$ cat config.mk
export PLATFORM = sky130hd
export DESIGN_NAME = offs_sweep_ctrl
export DESIGN_NICKNAME = d
export VERILOG_FILES = /design/src/rtl/offs_pkg.sv /design/src/rtl/offs_phase_timer.sv /design/src/rtl/offs_sel_decode.sv /design/src/rtl/offs_step_count.sv /design/src/rtl/offs_sweep_ctrl.sv
export SDC_FILE = /design/constraint.sdc
export NUM_CORES = 1
export LEC_CHECK = 0
export ABC_CLOCK_PERIOD_IN_PS = 5380
export BUFFER_PORTS_ARGS = -buffer_cell sky130_fd_sc_hd__clkbuf_2
export CAP_MARGIN = 25
export CORE_UTILIZATION = 55
export CTS_BUF_LIST = sky130_fd_sc_hd__clkbuf_2
export DETAILED_ROUTE_END_ITERATION = 10
export GPL_ROUTABILITY_DRIVEN = 0
export PLACE_DENSITY = 0.93
export SYNTH_ARGS = -nofsm -noshare
export SYNTH_HDL_FRONTEND = slang
export SYNTH_SLANG_ARGS = --single-unit
$ cat constraint.sdc
create_clock -name clk -period 5.38 [get_ports clk]
set_input_delay 0.269 -clock clk [delete_from_list [all_inputs] [get_ports clk]]
set_output_delay 0.269 -clock clk [all_outputs]
set_load 0.05 [all_outputs]
$ cat src/rtl/offs_pkg.sv
package offs_pkg;
    typedef enum logic [1:0] {
        ST_IDLE  = 2'd0,
        ST_PRE   = 2'd1,
        ST_SENSE = 2'd2,
        ST_EVAL  = 2'd3
    } sweep_state_e;

    function automatic int unsigned max_of(input int unsigned a, input int unsigned b);
        return (a > b) ? a : b;
    endfunction
endpackage

$ cat src/rtl/offs_phase_timer.sv
module offs_phase_timer #(
    parameter int CNT_W = 8
) (
    input  logic             clk,
    input  logic             rst,
    input  logic             load,
    input  logic [CNT_W-1:0] load_val,
    output logic             expired
);
    logic [CNT_W-1:0] cnt;

    always_ff @(posedge clk) begin
        if (rst)
            cnt <= '0;
        else if (load)
            cnt <= load_val;
        else if (cnt != '0)
            cnt <= cnt - 1'b1;
    end

    assign expired = (cnt == '0);

    // a loaded value is taken on the next cycle
    assert_timer_load_R4: assert property (@(posedge clk) disable iff (rst)
        load |=> cnt == $past(load_val));
endmodule

$ cat src/rtl/offs_sel_decode.sv
module offs_sel_decode #(
    parameter int SEL_W = 4
) (
    input  logic                  en,
    input  logic [SEL_W-1:0]      idx,
    output logic [(1<<SEL_W)-1:0] line
);
    localparam int N = 1 << SEL_W;

    for (genvar g = 0; g < N; g++) begin : g_line
        assign line[g] = en && (idx == SEL_W'(g));
    end

    always_comb begin
        assert_sel_onehot_R3: assert ($onehot0(line));
        if (!en) assert_sel_quiet_R3: assert (line == '0);
    end
endmodule

$ cat src/rtl/offs_step_count.sv
module offs_step_count #(
    parameter int TOT_W = 16
) (
    input  logic             clk,
    input  logic             rst,
    input  logic             clr,
    input  logic             inc,
    output logic [TOT_W-1:0] total
);
    always_ff @(posedge clk) begin
        if (rst || clr)
            total <= '0;
        else if (inc)
            total <= total + 1'b1;
    end

    assert_total_inc_R9: assert property (@(posedge clk) disable iff (rst)
        (inc && !clr) |=> total == $past(total) + 1'b1);
    assert_total_hold_R9: assert property (@(posedge clk) disable iff (rst)
        (!inc && !clr) |=> $stable(total));
endmodule

$ cat src/rtl/offs_sweep_ctrl.sv
module offs_sweep_ctrl
    import offs_pkg::*;
#(
    parameter int ROW_W     = 5,
    parameter int COL_W     = 4,
    parameter int CODE_W    = 6,
    parameter int PRE_CYC   = 4,
    parameter int SENSE_CYC = 64,
    parameter int TOT_W     = 16
) (
    input  logic                    clk,
    input  logic                    rst,
    input  logic                    start,
    input  logic                    cell_out,
    output logic                    busy,
    output logic                    done,
    output logic [(1<<ROW_W)-1:0]   row_sae,
    output logic [(1<<COL_W)-1:0]   col_drive,
    output logic [ROW_W+COL_W-1:0]  cell_addr,
    output logic [CODE_W-1:0]       step_code,
    output logic                    res_we,
    output logic [ROW_W+COL_W-1:0]  res_addr,
    output logic [CODE_W:0]         res_data,
    output logic [TOT_W-1:0]        step_total
);
    localparam int ADDR_W = ROW_W + COL_W;
    localparam int TMAX   = int'(max_of(PRE_CYC, SENSE_CYC));
    localparam int CNT_W  = $clog2(TMAX + 1);
    localparam logic [CODE_W-1:0] CODE_MAX  = '1;
    localparam logic [ADDR_W-1:0] ADDR_LAST = '1;
    localparam logic [CNT_W-1:0]  PRE_LD    = CNT_W'(PRE_CYC - 1);
    localparam logic [CNT_W-1:0]  SENSE_LD  = CNT_W'(SENSE_CYC - 1);

    sweep_state_e      state;
    logic [ADDR_W-1:0] addr;
    logic [CODE_W-1:0] code;
    logic              sample;
    logic              done_q;
    logic              t_load;
    logic [CNT_W-1:0]  t_val;
    logic              t_zero;
    logic              retry;

    assign retry = sample && (code != CODE_MAX);

    always_comb begin
        t_load = 1'b0;
        t_val  = PRE_LD;
        unique case (state)
            ST_IDLE:  t_load = start;
            ST_PRE:   begin t_load = t_zero; t_val = SENSE_LD; end
            ST_SENSE: t_load = 1'b0;
            ST_EVAL:  t_load = retry || (addr != ADDR_LAST);
            default:  t_load = 1'b0;
        endcase
    end

    always_ff @(posedge clk) begin
        if (rst) begin
            state  <= ST_IDLE;
            addr   <= '0;
            code   <= '0;
            sample <= 1'b0;
            done_q <= 1'b0;
        end else begin
            done_q <= 1'b0;
            unique case (state)
                ST_IDLE: if (start) begin
                    state <= ST_PRE;
                    addr  <= '0;
                    code  <= '0;
                end
                ST_PRE: if (t_zero) state <= ST_SENSE;
                ST_SENSE: if (t_zero) begin
                    sample <= cell_out;
                    state  <= ST_EVAL;
                end
                ST_EVAL: begin
                    if (retry) begin
                        code  <= code + 1'b1;
                        state <= ST_PRE;
                    end else begin
                        code <= '0;
                        if (addr == ADDR_LAST) begin
                            state  <= ST_IDLE;
                            done_q <= 1'b1;
                        end else begin
                            addr  <= addr + 1'b1;
                            state <= ST_PRE;
                        end
                    end
                end
                default: state <= ST_IDLE;
            endcase
        end
    end

    offs_phase_timer #(.CNT_W(CNT_W)) u_timer (
        .clk(clk), .rst(rst), .load(t_load), .load_val(t_val), .expired(t_zero)
    );

    offs_sel_decode #(.SEL_W(ROW_W)) u_row (
        .en(state == ST_SENSE), .idx(addr[ADDR_W-1:COL_W]), .line(row_sae)
    );

    offs_sel_decode #(.SEL_W(COL_W)) u_col (
        .en(state != ST_IDLE), .idx(addr[COL_W-1:0]), .line(col_drive)
    );

    offs_step_count #(.TOT_W(TOT_W)) u_count (
        .clk(clk), .rst(rst),
        .clr(state == ST_IDLE && start),
        .inc(state == ST_SENSE && t_zero),
        .total(step_total)
    );

    assign busy      = (state != ST_IDLE);
    assign done      = done_q;
    assign cell_addr = addr;
    assign step_code = code;
    assign res_we    = (state == ST_EVAL) && !retry;
    assign res_addr  = addr;
    assign res_data  = {sample, code};

    assert_sae_in_sense_R4: assert property (@(posedge clk) disable iff (rst)
        (row_sae != '0) |-> busy && !res_we);
    assert_retry_step_R5: assert property (@(posedge clk) disable iff (rst)
        (busy && !res_we && state == ST_EVAL) |=> step_code == $past(step_code) + 1'b1);
    assert_code_reset_R6: assert property (@(posedge clk) disable iff (rst)
        res_we |=> step_code == '0);
    assert_no_overflow_R7: assert property (@(posedge clk) disable iff (rst)
        (res_we && res_data[CODE_W]) |-> res_data[CODE_W-1:0] == CODE_MAX);
    assert_done_idle_R8: assert property (@(posedge clk) disable iff (rst)
        done |-> !busy && $past(res_we) && $past(res_addr) == ADDR_LAST);
    assert_busy_start_R2: assert property (@(posedge clk) disable iff (rst)
        (!busy && start) |=> busy && cell_addr == '0 && step_code == '0);
endmodule

# Word level (Yosys, flattened, before mapping)
# Cells that the tools add are included.
[word_totals]
memories = 0
register_bits = 42
romBits = 0
latchBits = 0
word_cells = 155
out_inout_bits = 98
inputBits = 4
ram_bits = 0
[op_classes]
mux = 18
n_bitwise = 1
addsub = 4
shifts = 0
n_reduce_logical = 68
magnitude_cmp = 0
mul = 0
div_mod_pow = 0
eq_ne = 57
[ops]
columns = ["op", "count"]
rows = [
  ["$eq 5x5->1 const B", 16],
  ["$logic_and 1x1->1", 52],
  ["$eq 5x4->1 const B", 8],
  ["$eq 4x4->1 const B", 8],
  ["$mux 9", 3],
  ["$eq 5x3->1 const B", 4],
  ["$mux 6", 3],
  ["$pmux 9 s2", 1],
  ["$add 16x1->16 const B", 1],
  ["$eq 4x3->1 const B", 4],
  ["$mux 7", 2],
  ["$pmux 6 s2", 1],
  ["$eq 5x2->1 const B", 2],
  ["$ne 2x2->1 const B", 5],
  ["$add 9x1->9 const B", 1],
  ["$eq 9x9->1 const B", 1],
  ["$ne 9x9->1 const B", 1],
  ["$eq 4x2->1 const B", 2],
  ["$pmux 2 s4", 1],
  ["$logic_not 7->1", 1],
  ["$reduce_bool 7->1", 1],
  ["$sub 7x1->7 const B", 1],
  ["$add 6x1->6 const B", 1],
  ["$mux 2", 3],
  ["18 further kinds", 25],
]

# Logic depth before layout (Yosys ltp)
[logic_depth]
word_depth = 5
depth_mapped = 9
depth_no_buf = 8

# Cells and area by module
# A second synthesis with hierarchy kept.
[hier_totals]
hier_cells = 328
area_unflattened_um2 = 2601.2
[modules_own_cells]
columns = ["module", "seq_area_each_um2", "area_per_inst_um2", "cells_each", "n_inst"]
rows = [
  ["offs_sweep_ctrl", 380.4, 1133.6, 130, 1],
  ["offs_step_count", 320.3, 716.9, 81, 1],
  ["offs_phase_timer", 140.1, 399.1, 47, 1],
  ["offs_sel_decode at u_row", 0.0, 234.0, 47, 1],
  ["offs_sel_decode at u_col", 0.0, 117.6, 23, 1],
]

# Worst setup path before layout
# Ideal clock, no wire load.
[synth_path]
path_type = "register to output"
startpoint = "register state[0]"
endpoint = "output port col_drive[0]"
required_ns = 5.111
setup_slack_ns = 2.773
stages_incl_launch_ff = 7
n_path_buf = 1
t_arrival_ns = 2.338
path_cell_list = "dfxtp_1 > inv_1 > ha_1 > buf_2 > clkinv_1 > nand2_1 > nor3_1"
[synth_between]
elab_chain_len = 2
[synth_lines]
columns = ["item", "line", "rtl"]
rows = [
  ["from (decl)", "offs_sweep_ctrl.sv:34", "sweep_state_e state;"],
  ["from (signal assigned)", "offs_sweep_ctrl.sv:60", "state <= ST_IDLE;"],
  ["from (signal assigned)", "offs_sweep_ctrl.sv:69", "state <= ST_PRE;"],
  ["from (signal assigned)", "offs_sweep_ctrl.sv:73", "ST_PRE: if (t_zero) state <= ST_SENSE;"],
  ["$reduce_bool 2->1", "n/a", ""],
  ["named net busy", "offs_sweep_ctrl.sv:15", "output logic busy,"],
  ["$logic_and 1x1->1", "offs_sel_decode.sv:11", "assign line[g] = en && (idx == SEL_W'(g));"],
  ["to (decl)", "offs_sweep_ctrl.sv:18", "output logic [(1<<COL_W)-1:0] col_drive,"],
]
# The timed path passes the listed nets, and every way through them passes these cells.

# Final worst setup path
[layout_path]
startpoint = "register state[0]"
endpoint = "output port row_sae[22]"
[layout_between]
elab_chain_len = 2
[layout_lines]
columns = ["item", "line", "rtl"]
rows = [
  ["$eq 2x2->1", "offs_sweep_ctrl.sv:103", ".en(state == ST_SENSE), .idx(addr[ADDR_W-1:COL_W]), .line(row_sae)"],
  ["$logic_and 1x1->1", "offs_sel_decode.sv:11", ""],
  ["to (decl)", "offs_sweep_ctrl.sv:17", "output logic [(1<<ROW_W)-1:0] row_sae,"],
]
# Every way passes these cells.

==> flow_metrics.env <==
export IMPL_ir_drop_mv=0.288
export IMPL_crit_arrival_ns=2.25
export IMPL_r2r_end="u_timer.cnt[6]"
export IMPL_slew_viol_final=0
export IMPL_wl_per_cell_um=13.9
export IMPL_io_buffers=101
export IMPL_nFillCells=411
export IMPL_dr_total_vias=2930
export IMPL_async_flop_share_pct=0
export IMPL_cts_max_path_buffers=2
export IMPL_path_depth=6
export IMPL_floorplan_initialDensity_pct=57.6
export IMPL_synth_top_area_share_pct=30.7
export IMPL_grt_usage_pct=26.9
export IMPL_critPathTopFamily="simple AND/OR/NAND/NOR gates"
export IMPL_nNetsFinal=453
export IMPL_clkSlewWorstSetupHoldPaths_ns=0.21
export IMPL_r2r_slack_ns=2.91
export IMPL_synth_edf_count=0
export IMPL_ctsResizeCount=0
export IMPL_finalCritPeriodShare_pct=46.8
export IMPL_worstSetupPathType="register to primary output"
export IMPL_ys_seq_area_share_pct=30.7
export IMPL_hold_ws_ns=0.0417
export IMPL_synth_compound_area_share_pct=15.5
export IMPL_yosysTopAreaCell="dfxtp_1"
export IMPL_leakage_nw=1.33
export IMPL_die_x_um=72.6
export IMPL_numCtsBuffers=5
export IMPL_syn_nets=378
export IMPL_syn2layout_area_growth_pct=15.9
export IMPL_synth_area_um2=2740
export IMPL_synthXorXnorAreaFrac_pct=4.16
export IMPL_ioPinCount=102
export IMPL_critPathSlowestCell="dfxtp_1"
export IMPL_tightest_slew_ns=0.768
export IMPL_synthCells=361
export IMPL_fin_skew_ns=0.0290
export IMPL_drive_above_1_share_pct=27.7
export IMPL_synthAdderAreaFrac_pct=5.94
export IMPL_r2r_start="cell_addr[1]"
export IMPL_hold_violations=0
export IMPL_yosys_warnings=0
export IMPL_critPathBufInv=2
export IMPL_setup_tns_ns=0
export IMPL_synth_flop_cell="dfxtp_1"
export IMPL_fmax_mhz=397
export IMPL_rr_worst_depth=8
export IMPL_critPathLaunch="state[0]"
export IMPL_die_area_um2=5270
export IMPL_place_hpwl_um=5330
export IMPL_clock_sinks=42
export IMPL_dr_pass1_iters=5
export IMPL_clk_insertion_delay_late_ns=0.43
export IMPL_relSlewSlack_pct=47.4
export IMPL_cts_tree="done"
export IMPL_crit_path_end_kind="primary output"
export IMPL_max_stage_delay_ns=0.40
export IMPL_crit_path_end="row_sae[22]"
export IMPL_post_cts_buffers=0
export IMPL_avgSynthCellArea_um2=7.59
export IMPL_synth_top_family_by_area="simple AND/OR/NAND/NOR gates"
export IMPL_pwr_density_cell_nw_per_um2=324
export IMPL_rows=25
export IMPL_hp_class="input port to register"
export IMPL_start_kind="register"
export IMPL_routed_via_density=5.81
export IMPL_ys_seq_elements=42
export IMPL_synth_simple_area_share_pct=33.9
export IMPL_maxCapViolations=0
export IMPL_routed_wl_um=7020
export IMPL_critPathRequiredTime_ns=5.11
export IMPL_antenna_cells=0
export IMPL_grt_max_degree=20
export IMPL_antenna_found_initial=0
export IMPL_crit_fanout=9
export IMPL_finalCriticalPeriod_ns=2.52
export IMPL_grt_pass1_wl_um=11300
export IMPL_remaining_drc_errors=0
export IMPL_rsz0062_at_grt="no"
export IMPL_synthTopCellsByArea="dfxtp_1 31%, nor2_1 8.2%, ha_1 5.9%, buf_4 4.7%, nand2_1 4.2%"
export IMPL_core_area_um2=4750
export IMPL_synthMuxAreaShare_pct=1.14
export IMPL_status="finished clean"
export IMPL_ys_types=56
export IMPL_die_y_um=72.6
export IMPL_cts_root_buf="clkbuf_2"
export IMPL_cts_hold_fix_buffers=0
export IMPL_grt_pass1_vias=2538
export IMPL_drt_initial_drc_count=180
export IMPL_setup_viol=0
export IMPL_htreeDepth=2
export IMPL_ant_nets=0
export IMPL_globalRouteOverflowTotal=0
export IMPL_worstPathCellList="inv_1 > ha_1 > nor2b_1 > nand3_1 > nor2_1 > clkbuf_2"
## cell usage in the layout (no fill, tap or decap), types with 11 or more instances in the layout
| cell type | synthesis | routed |
|---|---|---|
| o21ai_0 | 17 | 17 |
| a21oi_1 | 20 | 20 |
| ha_1 | 13 | 13 |
| xnor2_1 | 11 | 11 |
| nand3_1 | 20 | 20 |
| dfxtp_1 | 42 | 42 |
| nor2_1 | 60 | 60 |
| clkbuf_2 | 0 | 107 |
| nand2_1 | 31 | 31 |
## worst reg2reg max path: cells and delay by family, from the launching register on
| kind | cells | cell delay, ns |
|---|---|---|
| adder cells (fa/ha/maj) | 2 | 0.54 |
| flip-flops | 1 | 0.56 |
| AND/OR/NAND/NOR | 4 | 0.63 |
| AO/OA/AOI/OAI | 2 | 0.63 |
## per-layer routing
layer  share of wire, %  vias up  track usage [%]  wire, µm
li1                   -     1410                -         -
met1                 42     1358             30.5      2950
met2                 50      144             48.4      3480
met5                  0        -                0         0
met4                2.8        0             13.5       195
met3                5.6       18             4.58       394
## final cells by class
type	instances	area, µm²	area share, %
Clock buffer	6	30.0	0.946
Tap cell	67	83.8	2.64
Inverter	11	41.3	1.30
Sequential cell	42	841	26.5
Timing Repair Buffer	101	505	15.9
Clock inverter	2	13.8	0.434
Multi-Input combinational cell	275	1660	52.3
## cell usage after synthesis, types with 2 or more instances
| cell type | number |
|---|---|
| and2_1 | 4 |
| nor3b_1 | 2 |
| buf_2 | 2 |
| xor2_1 | 2 |
| a22o_1 | 2 |
| or3_1 | 10 |
| mux2i_1 | 2 |
| and3_1 | 2 |
| nand2_1 | 31 |
| xnor2_1 | 11 |
| clkbuf_1 | 13 |
| buf_4 | 17 |
| o31ai_1 | 5 |
| dfxtp_1 | 42 |
| nor3_1 | 7 |
| nand4_1 | 6 |
| o31a_1 | 2 |
| a31oi_1 | 2 |
| nor2_1 | 60 |
| a21oi_1 | 20 |
| nand2b_1 | 7 |
| nor4_1 | 6 |
| nand3_1 | 20 |
| or2_2 | 3 |
| ha_1 | 13 |
| o211ai_1 | 3 |
| o21ai_0 | 17 |
| or4_1 | 9 |
| inv_1 | 10 |
| o21a_1 | 2 |
| nor2b_1 | 4 |
## cells by family after synthesis
logic type | count (synthesis)
flops | 42
compound gates | 66
fa+ha+maj | 13
mux | 3
xor+xnor | 13
buf+inv | 44
simple gates | 180
## metrics by stage
stage	setup slack (ns)	util [%]	cells	instance area [µm²]	power (mW)
after floorplan	2.77	-	361	2740	0.793
after global routing	2.66	66.8	504	3170	1.10
final	2.86	66.8	504	3170	1.03
after global placement	3.17	65.8	496	3130	0.866
after CTS	2.87	66.8	504	3170	1.03
after detailed placement	3.06	65.8	496	3130	0.883
## how the worst min path moves through the flow
stage | startpoint | end | slack [ns] | depth (start not counted)
3_5_place_dp | u_count.total[15] | u_count.total[15] | 0.49 | 2
3_3_place_gp | u_count.total[15] | u_count.total[15] | 0.47 | 2
6_report | cell_out | sample | 0.04 | 3
5_1_grt | cell_out | sample | 0.02 | 3
4_1_cts | cell_out | sample | 0.03 | 3
2_1_floorplan | cell_out | sample | 0.41 | 2
## flip-flops by register name, summed over array words and instances, names as in the netlist
register       count
u_timer.cnt        7
done               1
step_code          6
state              2
cell_addr          9
sample             1
u_count.total     16
## power by group
part / internal [mW] / total (mW) / switching, mW
registers: 0.346 / 0.397 / 0.0504
clock network: 0.0342 / 0.142 / 0.107
logic: 0.158 / 0.489 / 0.331
Power figures use the tool's default switching activity.
